--- config.mk ---
export PLATFORM = sky130hd
export DESIGN_NAME = rx_flag_reg
export DESIGN_NICKNAME = d
export VERILOG_FILES = /design/src/rtl/rx_flag_pkg.sv /design/src/rtl/rx_sticky_flag.sv /design/src/rtl/rx_pcm_chan.sv /design/src/rtl/rx_irq_gen.sv /design/src/rtl/rx_flag_reg.sv
export SDC_FILE = /design/constraint.sdc
export NUM_CORES = 1
export LEC_CHECK = 0
export ABC_AREA = 1
export CORE_MARGIN = 4
export CORE_UTILIZATION = 23
export DETAILED_ROUTE_END_ITERATION = 7
export HOLD_SLACK_MARGIN = 0.12
export PLACE_DENSITY = 0.91
export SYNTH_ARGS = -nofsm -noshare
export SYNTH_HDL_FRONTEND = slang
export SYNTH_SLANG_ARGS = --single-unit
--- constraint.sdc ---
create_clock -name clk_i -period 0.9 [get_ports clk_i]
set_clock_uncertainty 0.05 [all_clocks]
set_input_delay 0.135 -clock clk_i [delete_from_list [all_inputs] [get_ports clk_i]]
set_output_delay 0.135 -clock clk_i [all_outputs]
set_load 0.02 [all_outputs]
--- src/rtl/rx_flag_pkg.sv ---
package rx_flag_pkg;
  localparam int unsigned REG_W        = 32;
  localparam int unsigned NUM_CH       = 2;   // 0: left (slot 3), 1: right (slot 4)
  localparam int unsigned STA_ADDR_BIT = 22;
  localparam int unsigned STA_DATA_BIT = 21;
  localparam int unsigned REQ_BASE     = 20;  // channel n request at REQ_BASE - n
  localparam int unsigned OVR_BASE     = 13;  // channel n overrun at OVR_BASE - n

  function automatic int unsigned req_bit(input int unsigned ch);
    return REQ_BASE - ch;
  endfunction

  function automatic int unsigned ovr_bit(input int unsigned ch);
    return OVR_BASE - ch;
  endfunction
endpackage

--- src/rtl/rx_sticky_flag.sv ---
module rx_sticky_flag (
  input  logic clk_i,
  input  logic rst_ni,
  input  logic set_i,
  input  logic clr_i,
  output logic q_o
);
  // set has priority so no event is lost
  always_ff @(posedge clk_i or negedge rst_ni) begin
    if (!rst_ni)     q_o <= 1'b0;
    else if (set_i)  q_o <= 1'b1;
    else if (clr_i)  q_o <= 1'b0;
  end
endmodule

--- src/rtl/rx_pcm_chan.sv ---
module rx_pcm_chan (
  input  logic clk_i,
  input  logic rst_ni,
  input  logic smp_i,
  input  logic rd_i,
  input  logic dma_en_i,
  input  logic wclr_req_i,
  input  logic wclr_ovr_i,
  output logic req_o,
  output logic ovr_o
);
  logic dma_rd;
  logic ovr_set;
  logic req_clr;

  assign dma_rd  = dma_en_i & rd_i;
  assign req_clr = wclr_req_i | dma_rd;
  // sample lands on a pending request that is not drained this cycle
  assign ovr_set = smp_i & req_o & ~dma_rd;

  rx_sticky_flag u_req (
    .clk_i (clk_i),
    .rst_ni(rst_ni),
    .set_i (smp_i),
    .clr_i (req_clr),
    .q_o   (req_o)
  );

  rx_sticky_flag u_ovr (
    .clk_i (clk_i),
    .rst_ni(rst_ni),
    .set_i (ovr_set),
    .clr_i (wclr_ovr_i),
    .q_o   (ovr_o)
  );
endmodule

--- src/rtl/rx_irq_gen.sv ---
module rx_irq_gen #(
  parameter int unsigned NCH = 2
) (
  input  logic [NCH-1:0] req_i,
  input  logic [NCH-1:0] ovr_i,
  input  logic           req_en_i,
  input  logic           ovr_en_i,
  output logic           irq_o
);
  assign irq_o = (req_en_i & (|req_i)) | (ovr_en_i & (|ovr_i));
endmodule

--- src/rtl/rx_flag_reg.sv ---
module rx_flag_reg
  import rx_flag_pkg::*;
(
  input  logic             clk_i,
  input  logic             rst_ni,
  input  logic             sta_addr_evt_i,
  input  logic             sta_data_evt_i,
  input  logic             left_smp_i,
  input  logic             right_smp_i,
  input  logic             left_rd_i,
  input  logic             right_rd_i,
  input  logic             dma_en_i,
  input  logic             reg_wr_i,
  input  logic [REG_W-1:0] reg_wdata_i,
  output logic [REG_W-1:0] reg_rdata_o,
  input  logic             req_irq_en_i,
  input  logic             ovr_irq_en_i,
  output logic             irq_o
);
  logic [REG_W-1:0]  wclr;
  logic [NUM_CH-1:0] smp, rd, req, ovr;
  logic              sta_addr_q, sta_data_q;
  logic              unused_wdata;

  assign wclr = {REG_W{reg_wr_i}} & ~reg_wdata_i;
  assign smp  = {right_smp_i, left_smp_i};
  assign rd   = {right_rd_i, left_rd_i};
  assign unused_wdata = ^reg_wdata_i;

  rx_sticky_flag u_sta_addr (
    .clk_i (clk_i),
    .rst_ni(rst_ni),
    .set_i (sta_addr_evt_i),
    .clr_i (wclr[STA_ADDR_BIT]),
    .q_o   (sta_addr_q)
  );

  rx_sticky_flag u_sta_data (
    .clk_i (clk_i),
    .rst_ni(rst_ni),
    .set_i (sta_data_evt_i),
    .clr_i (wclr[STA_DATA_BIT]),
    .q_o   (sta_data_q)
  );

  for (genvar ch = 0; ch < NUM_CH; ch++) begin : g_chan
    rx_pcm_chan u_chan (
      .clk_i     (clk_i),
      .rst_ni    (rst_ni),
      .smp_i     (smp[ch]),
      .rd_i      (rd[ch]),
      .dma_en_i  (dma_en_i),
      .wclr_req_i(wclr[req_bit(ch)]),
      .wclr_ovr_i(wclr[ovr_bit(ch)]),
      .req_o     (req[ch]),
      .ovr_o     (ovr[ch])
    );
  end

  always_comb begin
    reg_rdata_o = '0;
    reg_rdata_o[STA_ADDR_BIT] = sta_addr_q;
    reg_rdata_o[STA_DATA_BIT] = sta_data_q;
    for (int unsigned ch = 0; ch < NUM_CH; ch++) begin
      reg_rdata_o[req_bit(ch)] = req[ch];
      reg_rdata_o[ovr_bit(ch)] = ovr[ch];
    end
  end

  rx_irq_gen #(.NCH(NUM_CH)) u_irq (
    .req_i   (req),
    .ovr_i   (ovr),
    .req_en_i(req_irq_en_i),
    .ovr_en_i(ovr_irq_en_i),
    .irq_o   (irq_o)
  );
endmodule

=== Word level (Yosys, flattened, before mapping) ===
Index checks and enable logic that the tools add are counted.

* Bitwise operators: 15
* Muxes and demuxes: 12
* Reductions and logical operators: 8

{| class="wikitable"
|+ Operator list
! cell !! count
|-
| $and A23 B23 Y23 || 1
|-
| $not A23 Y23 || 1
|-
| $mux W1 || 12
|-
| $reduce_bool A2 Y1 || 6
|-
| $and A1 B1 Y1 || 8
|-
| $reduce_or A2 Y1 || 2
|-
| $or A1 B1 Y1 || 3
|-
| $not A1 Y1 || 2
|}

* Register bits: 6
* Output and inout port bits: 33
* Input port bits: 44

=== Logic depth before layout (Yosys ltp) ===
* Depth in word-level cells: 5
* Mapped depth: 4
* Gate-level depth less buffers: 4

=== Hierarchy ===
From an unflattened synthesis, not the netlist that was laid out.

* Cell total of the unflattened synthesis: 81
* Area total of the unflattened synthesis: 549.3 um^2

{| class="wikitable"
|+ Modules (own cells, without submodules)
! module !! instances !! cells each !! area an instance (um^2) !! seq. area each (um^2)
|-
| rx_sticky_flag || 6 || 5 || 40.0 || 25.0
|-
| rx_flag_reg || 1 || 36 || 240.2 || 0.0
|-
| rx_pcm_chan || 2 || 6 || 27.5 || 0.0
|-
| rx_irq_gen || 1 || 3 || 13.8 || 0.0
|}

=== Least setup slack after synthesis ===
No wires, ideal clock.

* Path kind: reg-to-output
* Start: register g_chan[1].u_chan.u_req.q_o
* End: output port irq_o
* Required time: 715 ps
* Stages on the path, launching flop included: 3
* Slack: 32 ps
* Arrival time: 683 ps
* Path through: dfrtp_1 -> o21ai_0 -> nand2_1

* Cells in the longest elaborated chain, start to end: 3

{| class="wikitable"
|+ Ends and longest elaborated chain
! element !! RTL line !! source
|-
| from (decl) || rx_sticky_flag.sv:6 || <nowiki>output logic q_o</nowiki>
|-
| from (signal assigned) || rx_sticky_flag.sv:10 || <nowiki>if (!rst_ni) q_o <= 1'b0;</nowiki>
|-
| from (signal assigned) || rx_sticky_flag.sv:11 || <nowiki>else if (set_i) q_o <= 1'b1;</nowiki>
|-
| from (signal assigned) || rx_sticky_flag.sv:12 || <nowiki>else if (clr_i) q_o <= 1'b0;</nowiki>
|-
| $reduce_or A2 Y1 || rx_irq_gen.sv:10 || <nowiki>assign irq_o = (req_en_i & (|req_i)) | (ovr_en_i & (|ovr_i));</nowiki>
|-
| $and A1 B1 Y1 || rx_irq_gen.sv:10 ||
|-
| $or A1 B1 Y1 || rx_irq_gen.sv:10 ||
|-
| to (decl) || rx_flag_reg.sv:18 || <nowiki>output logic irq_o</nowiki>
|}

Every way passes these cells.

=== Final worst setup path ===
* Start: register g_chan[1].u_chan.u_ovr.q_o
* End: output port irq_o

* Cells in the longest elaborated chain, start to end: 3

{| class="wikitable"
|+ Ends and longest elaborated chain
! element !! RTL line
|-
| from (decl) || rx_sticky_flag.sv:6
|-
| from (signal assigned) || rx_sticky_flag.sv:10
|-
| from (signal assigned) || rx_sticky_flag.sv:11
|-
| from (signal assigned) || rx_sticky_flag.sv:12
|-
| $reduce_or A2 Y1 || rx_irq_gen.sv:10
|-
| $and A1 B1 Y1 || rx_irq_gen.sv:10
|-
| $or A1 B1 Y1 || rx_irq_gen.sv:10
|}

Every way passes these cells.

==> impl_metrics.toml <==
[finish]
final_core_util = 0.3585
layout.cell_area.non_filler_um2 = 732.0
area_delta_synth_final_pct = 41.99
n_fill_cell = 239
antennaDiodeCount = 0
finalNonFillerCells = 120
post_route_cells_drive_above_1_share = 0.2043
regArea_um2 = 150.1
multiInputGateArea_um2 = 197.7
finalNetCount = 139

[route]
drt-initial-drc-count = 1
detailroute.via_count = 410
met1_length_um = 362
wirelength_um = 1088
route.met2.wl_um = 557
detailedRoute.firstPassIterationCount = 2
remaining_drc_errors = 0
drt-vias-per-instance = 3.417
routedWlPerCell_um = 9.067
final_antenna_net_count = 0
wl_met3_um = 148
uppermost_layer_routed = "met4"

[placement]
dp_hpwl_um = 996.9
place_ws_ns = -0.6205
numPortBuffers = 24
area_of_placed_instances_um2 = 673.1
gp_routability_congestion = 0.7958
dpl.cell_count = 115

[global_routing]
global_route.usage.total = 0.07071
antenna_violations_before_repair = 0
final_global_route_overflow_total = 0
grt_pass1_vias = 384
pin_count_of_the_biggest_net_entering_global_routing = 7
grt_pass1_wl_um = 1656

[status]
status = "finished, violations left"
violations = "setup timing"

[worst_setup_path]
slowest_cell_delay_on_critical_path_ns = 0.37
cp_slowest_cell = "dfrtp_1"
worst_r2r_startpoint = "g_chan[0].u_chan.u_req.q_o"
cp.arrival_ns = 0.97
critPathLaunchType = "flip-flop"
classification_of_the_worst_setup_path = "reg -> out"
critical_path_required_ns = 0.71
critPathMaxFanout = 2
reg2reg_slack_ns = -0.05
worst_setup_path_end_kind = "output port"
timing.critical_path.cells = "o21ai_1 > nand2_1 > buf_6"
cp-startpoint = "g_chan[1].u_chan.u_ovr.q_o"

[die]
design.die.area_um2 = 3063
floorplan.initialDensity = 0.2525
top_level_ports = 77
core_area_um2 = 2042
die_w_um = 55.34
row_count = 16
fp.dieH_um = 55.34

[synth]
synthTopCellsByArea = "buf_4 47%, dfrtp_1 29%, nand2_1 8.0%, inv_1 4.4%, nand3_1 3.9%"
ys_async_sr_fraction = 1.000
netlist_instances = 67
synth_warnings = 0
yosys.cell_count.top_type = "buf_4"
synth_enable_flop_cells = 0
syn-cell-area_um2 = 515.5
synth_common_cells = "32 x buf_4, 11 x nand2_1, 6 x dfrtp_1, 6 x inv_1, 4 x nand3_1"
register_bit_total_from_synthesis = 6
synthFlopType = "dfrtp_1"
synth_top_cell_area_share = 0.4660
ys_types = 10
post_synth.cell_area_avg_um2 = 7.694
post-synth-top-area-cell = "buf_4"
synth_seq_area_share = 0.2913

[clocking]
path_clk_slew_ns = 0.04
worst_skew_late_latency_ns = 0.24
cts_max_level = 1
ctsRootBufferMaster = "clkbuf_4"
cts-buffers-inserted = 3
maximum_clock_insertion_buffer_count = 2
cts_tree = "done"
total_clock_sinks = 6

[timing]
setup_viol = 10
final_critical_path_setup_slack_ns = -0.2565
maximum_clock_rate_mhz = 864.7
grt_setup_unrepaired = "true"
fin_hold_viols = 0
min_period_ns = 1.156
slew_viol_final = 0
timing.final.crit_share = 1.285

[pwr]
power_leakage_nw = 0.3854
p_per_area_nw_per_um2 = 1301
irDropWorstVdd_uv = 531.6

[job]
max-cap-violations = 0

[worst_hold_path]
min-delay-path-class = "in -> async"
==> power breakdown <==
group | total, mW | internal (mW) | switching [mW]
logic | 0.398 | 0.182 | 0.216
clock network | 0.242 | 0.150 | 0.0914
registers | 0.313 | 0.297 | 0.0159
total | 0.952 | 0.629 | 0.323
==> worst paths after layout <==
check                                              to  cells past startpoint
setup / recovery                                irq_o                      3
hold / removal             g_chan[0].u_chan.u_req.q_o                      1
setup reg to reg           g_chan[0].u_chan.u_ovr.q_o                      4
hold reg to reg                        u_sta_data.q_o                      2
max in group asynchronous  g_chan[0].u_chan.u_ovr.q_o                      1
min in group clk_i                     u_sta_addr.q_o                      3
==> routing by layer <==
layer / vias up / track usage
met2: 28 / 0.1199
met1: 179 / 0.06162
li1: 199 / -
met5: - / 0
met3: 4 / 0.03263
met4: 0 / 0.06250
==> placed cells by master, fill, tap and decap left out <==
| cell type | n |
|---|---|
| conb_1 | 26 |
| clkdlybuf4s50_1 | 17 |
| buf_4 | 4 |
| dfrtp_1 | 6 |
| inv_1 | 6 |
| nand3_2 | 1 |
| buf_6 | 9 |
| o21ai_2 | 1 |
| nand2_1 | 11 |
| inv_2 | 1 |
| nand3_1 | 3 |
| clkbuf_4 | 3 |
| o21ai_1 | 5 |
==> layout make-up <==
type / instances / area share
multi-input combinational: 47 / 0.2701
tap: 27 / 0.04615
timing repair buffer: 30 / 0.4120
sequential: 6 / 0.2051
clock buffer: 3 / 0.03077
inverter: 7 / 0.03590
==> what timing repair did <==
action | in CTS | in global routing
hold endpoints to repair | 6 | 6
endpoints found under the setup margin | 7 | 9
gates resized for setup | 42 | 5
pin swaps | 0 | 1
buffers inserted | 1 | 1
==> stage by stage <==
| step | setup TNS [ns] | power (mW) | hold WS [ns] |
|---|---|---|---|
| 2_1_floorplan | 0 | 0.6192 | -0.2106 |
| 3_3_place_gp | -3.118 | 0.6791 | 0.3345 |
| 3_5_place_dp | -3.249 | 0.6826 | 0.3371 |
| 4_1_cts | -1.196 | 0.9477 | 0.07505 |
| 5_1_grt | -1.493 | 1.007 | 0.09378 |
| 6_report | -1.083 | 0.9522 | 0.07358 |
==> registers in the layout (all words and copies together), names as in the netlist <==
register and flops:
u_sta_addr.q_o 1, u_sta_data.q_o 1, g_chan.u_chan.u_req.q_o 2, g_chan.u_chan.u_ovr.q_o 2
==> worst max-delay path: cells and delay by family (launching register included) <==
kind	cells	cell delay [ns]
buffers and inverters	1	0.13
AND/OR/NAND/NOR	1	0.08
flip-flops	1	0.37
AO/OA/AOI/OAI	1	0.15
==> kinds of logic (layout without fill, tap and decap cells) <==
group / after synthesis / after routing / share of synthesized area
other: 1 / 26 / 0.007275
AND/OR/NAND/NOR: 15 / 15 / 0.1189
AO/OA/AOI/OAI: 6 / 6 / 0.06553
buffers and inverters: 39 / 40 / 0.5170
flip-flops: 6 / 6 / 0.2913
(Power assumes the default switching activity.)
